File: config.mk
export PLATFORM = sky130hd
export DESIGN_NAME = usec_tick_gen
export DESIGN_NICKNAME = d
export VERILOG_FILES = /design/src/rtl/usec_tick_pkg.sv /design/src/rtl/usec_cfg_regs.sv /design/src/rtl/usec_frac_accum.sv /design/src/rtl/usec_counter.sv /design/src/rtl/usec_tick_gen.sv
export SDC_FILE = /design/constraint.sdc
export NUM_CORES = 1
export LEC_CHECK = 0
export BUFFER_PORTS_ARGS = -buffer_cell sky130_fd_sc_hd__buf_2
export CAP_MARGIN = 10
export CORE_MARGIN = 2
export CORE_UTILIZATION = 45
export CTS_BUF_LIST = sky130_fd_sc_hd__clkbuf_16
export DETAILED_ROUTE_END_ITERATION = 8
export GPL_TIMING_DRIVEN = 0
export PLACE_DENSITY_LB_ADDON = 0.05
export SYNTH_ARGS = -nofsm -noshare
export SYNTH_HDL_FRONTEND = slang
export SYNTH_HIERARCHICAL = 1
export SYNTH_SLANG_ARGS = --single-unit
File: constraint.sdc
create_clock -name clk -period 10.65 [get_ports clk]
set_input_delay 0.5325 -clock clk [delete_from_list [all_inputs] [get_ports clk]]
set_output_delay 0.5325 -clock clk [all_outputs]
set_load 0.05 [all_outputs]
File: src/rtl/usec_tick_pkg.sv
package usec_tick_pkg;
  localparam int unsigned ADDR_W = 8;
  localparam logic [ADDR_W-1:0] OFS_COUNT = 8'h10;
  localparam logic [ADDR_W-1:0] OFS_RATIO = 8'h14;
  localparam logic [ADDR_W-1:0] OFS_HOLD  = 8'h4C;
  localparam logic [15:0] RATIO_RESET = 16'h000B;
endpackage

File: src/rtl/usec_cfg_regs.sv
module usec_cfg_regs
  import usec_tick_pkg::*;
#(
  parameter int unsigned FIELD_W = 8,
  parameter int unsigned DATA_W  = 32
) (
  input  logic                   clk,
  input  logic                   rst_n,
  input  logic                   wr_en,
  input  logic [ADDR_W-1:0]      wr_addr,
  input  logic [DATA_W-1:0]      wr_data,
  output logic [2*FIELD_W-1:0]   ratio_q,
  output logic                   hold_q,
  output logic                   ratio_wr
);
  localparam int unsigned RW = 2*FIELD_W;

  logic hold_wr;

  assign ratio_wr = wr_en && (wr_addr == OFS_RATIO);
  assign hold_wr  = wr_en && (wr_addr == OFS_HOLD);

  always_ff @(posedge clk) begin
    if (!rst_n) begin
      ratio_q <= RW'(RATIO_RESET);
      hold_q  <= 1'b0;
    end else begin
      if (ratio_wr) ratio_q <= wr_data[RW-1:0];
      if (hold_wr)  hold_q  <= wr_data[0];
    end
  end
endmodule

File: src/rtl/usec_frac_accum.sv
module usec_frac_accum #(
  parameter int unsigned FIELD_W = 8,
  localparam int unsigned ACC_W  = FIELD_W + 2
) (
  input  logic                 clk,
  input  logic                 rst_n,
  input  logic [2*FIELD_W-1:0] ratio,
  input  logic                 hold,
  input  logic                 ratio_wr,
  output logic                 step,
  output logic                 tick_q,
  output logic [ACC_W-1:0]     acc_q
);
  logic [ACC_W-1:0] num, den, sum;
  logic             wide, hit;

  assign num  = ACC_W'(ratio[FIELD_W-1:0]) + ACC_W'(1);
  assign den  = ACC_W'(ratio[2*FIELD_W-1:FIELD_W]) + ACC_W'(1);
  assign sum  = acc_q + den;
  assign wide = den > num;
  assign hit  = wide || (sum >= num);
  assign step = !hold && !ratio_wr && hit;

  always_ff @(posedge clk) begin
    if (!rst_n) begin
      acc_q  <= '0;
      tick_q <= 1'b0;
    end else begin
      tick_q <= step;
      if (ratio_wr)     acc_q <= '0;
      else if (!hold) begin
        if (wide)       acc_q <= '0;
        else if (hit)   acc_q <= sum - num;
        else            acc_q <= sum;
      end
    end
  end
endmodule

File: src/rtl/usec_counter.sv
module usec_counter #(
  parameter int unsigned CNT_W = 32
) (
  input  logic             clk,
  input  logic             rst_n,
  input  logic             step,
  output logic [CNT_W-1:0] cnt_q
);
  always_ff @(posedge clk) begin
    if (!rst_n)    cnt_q <= '0;
    else if (step) cnt_q <= cnt_q + CNT_W'(1);
  end
endmodule

File: src/rtl/usec_tick_gen.sv
module usec_tick_gen
  import usec_tick_pkg::*;
#(
  parameter int unsigned FIELD_W = 8,
  parameter int unsigned CNT_W   = 32,
  parameter int unsigned DATA_W  = 32,
  localparam int unsigned ACC_W  = FIELD_W + 2
) (
  input  logic              clk,
  input  logic              rst_n,
  input  logic              wr_en,
  input  logic [7:0]        wr_addr,
  input  logic [DATA_W-1:0] wr_data,
  input  logic [7:0]        rd_addr,
  output logic [DATA_W-1:0] rd_data,
  output logic              tick_o
);
  logic [2*FIELD_W-1:0] ratio_q;
  logic                 hold_q;
  logic                 ratio_wr;
  logic                 step;
  logic [ACC_W-1:0]     acc_q;
  logic [CNT_W-1:0]     cnt_q;

  usec_cfg_regs #(.FIELD_W(FIELD_W), .DATA_W(DATA_W)) u_regs (
    .clk(clk), .rst_n(rst_n), .wr_en(wr_en), .wr_addr(wr_addr),
    .wr_data(wr_data), .ratio_q(ratio_q), .hold_q(hold_q), .ratio_wr(ratio_wr)
  );

  usec_frac_accum #(.FIELD_W(FIELD_W)) u_accum (
    .clk(clk), .rst_n(rst_n), .ratio(ratio_q), .hold(hold_q),
    .ratio_wr(ratio_wr), .step(step), .tick_q(tick_o), .acc_q(acc_q)
  );

  usec_counter #(.CNT_W(CNT_W)) u_cnt (
    .clk(clk), .rst_n(rst_n), .step(step), .cnt_q(cnt_q)
  );

  always_comb begin
    case (rd_addr)
      OFS_COUNT: rd_data = DATA_W'(cnt_q);
      OFS_RATIO: rd_data = DATA_W'(ratio_q);
      OFS_HOLD:  rd_data = DATA_W'(hold_q);
      default:   rd_data = '0;
    endcase
  end
endmodule

==> results of run 1 <==
cell type report:
| type | count | area [µm²] |
|---|---|---|
| plain buffers | 23 | 153 |
| clock buffers | 9 | 225 |
| clock inverters | 5 | 45.0 |
| fillers | 981 | 4460 |
| inverters | 14 | 52.6 |
| multi-input cells | 425 | 3010 |
| flip-flops and latches | 60 | 1200 |
| well taps | 133 | 166 |
| repair buffers | 66 | 330 |
power breakdown:
| group | internal (mW) | switching (mW) |
|---|---|---|
| Clock | 0.175 | 0.0993 |
| Sequential | 0.245 | 0.0143 |
| Combinational | 0.142 | 0.163 |
metal layers:
metal / up-vias / global-route usage (%) / part of all wire, %
met4: 0 / 6.48 / 1.1
met2: 57 / 36.2 / 47
met5: - / 0 / 0
met3: 10 / 3.86 / 3.4
li1: 2027 / - / -
met1: 1859 / 30.4 / 48
synth_stat cells (all sizes together), types with 14 or more instances:
library cell and count:
a21oi 19, and2 18, dfxtp 60, ha 31
inv 14, mux2i 44, nand2 68, nand3 19
nand4 16, nor2 41, o21ai 19, xnor2 21
xor2 20
through the flow:
step           worst slack, ns  hold slack, ns  total power [mW]  util (%)
2_1_floorplan             6.21           0.433             0.508         -
3_3_place_gp              5.33           0.449             0.565      51.0
3_5_place_dp              5.29           0.453             0.568      51.0
4_1_cts                   5.23           0.435             0.847      53.8
5_1_grt                   4.73           0.451             0.890      53.8
6_report                  5.25           0.447             0.838      53.8
logic make-up (layout without fill, tap and decap cells):
group	Yosys count	after routing	share of synthesized area, %
and+or+nand+nor	226	226	27.2
DFF	60	60	27.2
adders and majority gates	33	33	9.69
muxes	45	45	10.3
buffers and inverters	37	117	4.65
xor gates and xnor gates	41	41	8.30
AOI/OAI and AO/OA	80	80	12.7
worst paths after layout:
path	startpoint	end	cells after the start
setup reg to reg	u_regs/ratio_q[8]$_SDFFE_PN0P_	u_cnt/cnt_q[28]$_SDFFE_PN0P_	23
hold reg to reg	u_accum/acc_q[7]$_SDFFE_PP0N_	u_accum/acc_q[7]$_SDFFE_PP0N_	2
hold / removal	wr_data[10]	u_regs/ratio_q[10]$_SDFFE_PN0P_	3
setup / recovery	u_regs/ratio_q[8]$_SDFFE_PN0P_	u_cnt/cnt_q[28]$_SDFFE_PN0P_	23
worst min-delay path: stages:
cell and delay (ns):
buf_2 0.09, nand2_1 0.04, mux2i_1 0.06
state kept, by name, indices dropped and copies added (netlist names):
signal,cells
u_regs/hold_q,1
u_accum/acc_q,10
u_accum/tick_q,1
u_cnt/cnt_q,32
u_regs/ratio_q,16
==> metrics, run 1 <==
worst hold path type=in2reg; slowest CP cell=dfxtp_1; relative slew slack=52.5%; Routed Antenna Nets=0; Worst setup EP type=flip-flop; initial drt markers=around 160; CP max stage delay=about 0.50 ns; PostCTS Resize Cnt=0; largest cells by area after synthesis=dfxtp_1 27%, mux2i_1 10%, ha_1 8.8%; max_cap viols=0; EDFF count, synth=0; die width=103 µm; TNS Setup=0 ns; Skew-Pair Late Insertion Delay=~0.34 ns; postcts setup bufs=0; Reg2Reg Setup Slack=approximately 5.2 ns; outcome=complete, no violations; yosys warns=6; CP Max Fanout=10; CP Cell Sequence=ha_1, nand3_1, xnor2_1, ha_1, and3_1, a221oi_1, o21bai_1, a21oi_1, xnor2_1, ha_1, nand2_1, o21ai_1, a21o_1, a21oi_2, nand3_1, nor3b_1, buf_2, and4_1, buf_2, nand4_1, clkbuf_1, o311ai_0, o41ai_1; Synth area leader=dfxtp_1; detailed-route via count=roughly 4000; cts bufs inserted=9; commonest non-fill, non-tap cell in the layout=buf_2; Total Routing Usage GR=between 20 and 25%; Final setup violation count=0; WL final=approximately 11 mm; Finished Layout Cells=around 740; TritonCTS clock tree=yes; Die Span Y=between 100 and 150 µm; die area=about 11000 µm²; clk sink count=60; area of the core=9640 µm²; crit path DAT=~5.6 ns; Clock transition at path regs=around 0.05 ns; Static Leakage=around 2.2 nW; critical path type=reg2reg; CTS Hold Bufs=0; cell mode on critical path=ha_1; drt pass-1 iters=4; Hold Vio Cnt, Final=0; ys async rst share=0%; DP Cell Count=between 700 and 800; largest net degree at the start of global routing=12; Max clock buf depth=2; vias per cell=between 5 and 6; synthesized instance count=522; total inserted antenna cells=0; Port Buffers=66; wire length per cell=15.2 µm; min Tclk post-route=around 5.4 ns; Yosys top cell area share=27.2%; Primary FF master, synth=dfxtp_1; io pins=84; CP startpoint kind=flip-flop; Site Rows=36; vias in the first global route=3715; Slew Limit Fails=0; #FFs+latches synth=60; synthesized area per cell=approximately 8.5 µm²; mapped cell area=about 4400 µm²; Post-Route Skew=around 0.0074 ns; Top delay family on crit path=compound AO/OA/AOI/OAI gates; post-synthesis cell type count=between 60 and 70; hpwl dp=8.71 mm; RSZ-0062 raised after global routing=no; power per cell area=between 150 and 200 nW/µm²; Tightest Pin Transition=approximately 0.71 ns; syn nets=just over 600; Initial Util=45.8%; commonest cells after routing, fill and taps aside=70 x buf_2, 67 x nand2_1, 60 x dfxtp_1, 44 x mux2i_1, 41 x nor2_1; Worst EP required=about 11 ns; GRT overflow=0; CTS root buf=clkbuf_16; final worst-path cycle share=between 50% and 60%; Max Fclk=about 190 MHz; synth-to-layout area growth=17.4%; fin nets=683; RD Place Congestion=about 0.87; first-pass GRT wire length=18.3 mm; Remaining DRCs=0; Cell Area, Placed=between 4000 and 5000 µm²; Peak supply drop=around 0.000076 V; H-tree levels=3; layout cells sized above 1=19.1%; CP bufs+invs=3; sequential share of the synthesized area=~27%; initial antenna violation count=0; final instance area=5180 µm²
Power figures use the tool's default switching activity.
==> inputs of run 2 (changes only) <==
==> constraint.sdc (replaced) <==
create_clock -name clk -period 4.98 [get_ports clk]
set_input_delay 0.249 -clock clk [delete_from_list [all_inputs] [get_ports clk]]
set_output_delay 0.249 -clock clk [all_outputs]
set_load 0.05 [all_outputs]
==> run 2 against run 1 <==
Against the previous run: sequential power is 110% higher; sequential share of layout area fell by 0.52 points; largest power group unchanged; register-to-register slack worse by 5.0 ns; routed wire length grew 1.9%; power increased by 120%; via count up 1.4%; non-clock buffer count grew 6; critical path type unchanged; critical endpoint is now u_cnt/cnt_q[22]$_SDFFE_PN0P_; combinational power is 130% higher; first-iteration DRC count down 9.7%; clock power rose by 110%; hold slack worse by 0.29 ns.
==> metrics, run 2 (same netlist as run 1, synthesis figures left out) <==
area of the core=just under 10000 µm²; register bank with the most flops=u_cnt/cnt_q; die area=10600 µm²; worst hold path type=in2reg; Reg2Reg Depth=23; RD Place Congestion=about 0.87; RSZ-0062 raised after global routing=no; Die Span Y=~100 µm; fin nets=689; wire length per cell=15.4 µm; power per cell area=~340 nW/µm²; WL final=11.4 mm; Reg2Reg Setup Slack=roughly 0.30 ns; Routed Antenna Nets=0; Total Power=around 1.8 mW; initial drt markers=between 100 and 150; TritonCTS clock tree=yes; commonest cells after routing, fill and taps aside=68 x buf_2, 67 x nand2_1, 57 x dfxtp_1, 44 x mux2i_1, 40 x nor2_1; clk sink count=60; Worst EP required=5.24 ns; GRT overflow=0; detailed-route via count=roughly 4000; min Tclk post-route=between 4 and 5 ns; Initial Util=between 40 and 50%; vias per cell=roughly 5.4; layout cells sized above 1=about 22%; Static Leakage=~2.3 nW; total inserted antenna cells=0; Reg2Reg Capture Point=u_cnt/cnt_q[22]$_SDFFE_PN0P_; Final setup violation count=0; Max Fclk=roughly 210 MHz; biggest regs=u_cnt/cnt_q x32, u_regs/ratio_q x16, u_accum/acc_q x10; Clock transition at path regs=approximately 0.050 ns; CP Max Fanout=9; cts bufs inserted=9; CP startpoint kind=flip-flop; H-tree levels=3; commonest non-fill, non-tap cell in the layout=buf_2; final core utilization=55.4%; hold depth=3; first-pass GRT wire length=around 18 mm; die width=103 µm; vias in the first global route=3717; Hold Vio Cnt, Final=0; filler cell count=975; hold slack=roughly 0.16 ns; initial antenna violation count=0; max reg flops=32; critical path type=reg2reg; Hold Crit Endpoint=u_regs/ratio_q[10]$_SDFFE_PN0P_; FF-to-FF Start=u_regs/ratio_q[8]$_SDFFE_PN0P_; Worst setup EP type=flip-flop; Tightest Pin Transition=0.706 ns; drt pass-1 iters=4; io pins=84; hold path startpoint=wr_data[10]; hpwl dp=about 8.7 mm; Max clock buf depth=2; Skew-Pair Late Insertion Delay=between 0.3 and 0.4 ns; max_cap viols=0; largest net degree at the start of global routing=12; final worst-path cycle share=a little over nine tenths; synth-to-layout area growth=20.9%; Remaining DRCs=0; Site Rows=36; Port Buffers=between 60 and 70; Slew Limit Fails=0; Total Routing Usage GR=22.3%; relative slew slack=52.8%; outcome=complete, no violations; Post-Route Skew=0.00616 ns; TNS Setup=0 ns; CTS root buf=clkbuf_16; Peak supply drop=around 0.00017 V; crit path DAT=between 4 and 5 ns
run 2: timing repair:
item                                    in CTS  in global routing
endpoints found under the setup margin      18                 18
buffers inserted                             1                  4
hold endpoints to repair                     0                  0
hold buffers                                 0                  0
cloned                                       0                  1
pin swaps                                    1                  3
resized for setup                            9                 22
run 2: metal layers:
metal / vias to the layer above / wire length [µm] / track usage, %
li1: 2043 / - / -
met1: 1907 / 5620 / 30.5
met2: 51 / 5410 / 36.3
met3: 6 / 289 / 3.86
met4: 0 / 87 / 6.38
met5: - / 0 / 0
run 2: critical path, cell delays in order (launching register included):
cell      delay, ns
dfxtp_4        0.40
ha_2           0.21
nand3_2        0.12
xnor2_2        0.26
ha_4           0.25
and3_1         0.21
a221oi_2       0.30
o21bai_1       0.10
a21oi_1        0.18
xnor2_1        0.11
ha_1           0.34
nand2_1        0.11
o21ai_2        0.16
a21o_1         0.12
a21oi_2        0.08
nand3_1        0.12
nor3b_4        0.23
buf_6          0.13
and4_1         0.18
buf_6          0.14
nand4_1        0.14
buf_4          0.19
or4_1          0.39
a21oi_1        0.15
run 2: final cells by class:
class	instances	area (µm²)	area share (%)
sequential	60	1210	22.7
buffer	23	173	3.23
tap	133	166	3.12
multi-input combinational	425	3090	57.9
clock inverter	5	45.0	0.843
inverter	14	52.6	0.984
timing repair buffer	72	379	7.10
clock buffer	9	225	4.22
run 2: how the worst max path moves through the flow:
stage               cells past startpoint                            from                      endpoint
floorplan                              23  u_regs/ratio_q[8]$_SDFFE_PN0P_  u_cnt/cnt_q[26]$_SDFFE_PN0P_
global placement                       22  u_regs/ratio_q[8]$_SDFFE_PN0P_  u_cnt/cnt_q[31]$_SDFFE_PN0P_
detailed placement                     23  u_regs/ratio_q[8]$_SDFFE_PN0P_  u_cnt/cnt_q[26]$_SDFFE_PN0P_
CTS                                    23  u_regs/ratio_q[8]$_SDFFE_PN0P_  u_cnt/cnt_q[28]$_SDFFE_PN0P_
global route                           23  u_regs/ratio_q[8]$_SDFFE_PN0P_  u_cnt/cnt_q[22]$_SDFFE_PN0P_
finish                                 23  u_regs/ratio_q[8]$_SDFFE_PN0P_  u_cnt/cnt_q[22]$_SDFFE_PN0P_
run 2: through the flow:
| step | setup WS, ns | cell area [µm²] | instances |
|---|---|---|---|
| 2_1_floorplan | 0.543 | 4420 | 522 |
| 3_3_place_gp | -0.344 | 4910 | 721 |
| 3_5_place_dp | -0.384 | 4910 | 721 |
| 4_1_cts | 0.0366 | 5230 | 736 |
| 5_1_grt | 0.0105 | 5340 | 741 |
| 6_report | 0.296 | 5340 | 741 |
run 2: report_power, final:
part,switching [mW],total [mW],internal [mW]
Sequential,0.0324,0.556,0.523
Combinational,0.363,0.701,0.338
Clock,0.211,0.585,0.374
Total,0.607,1.84,1.24
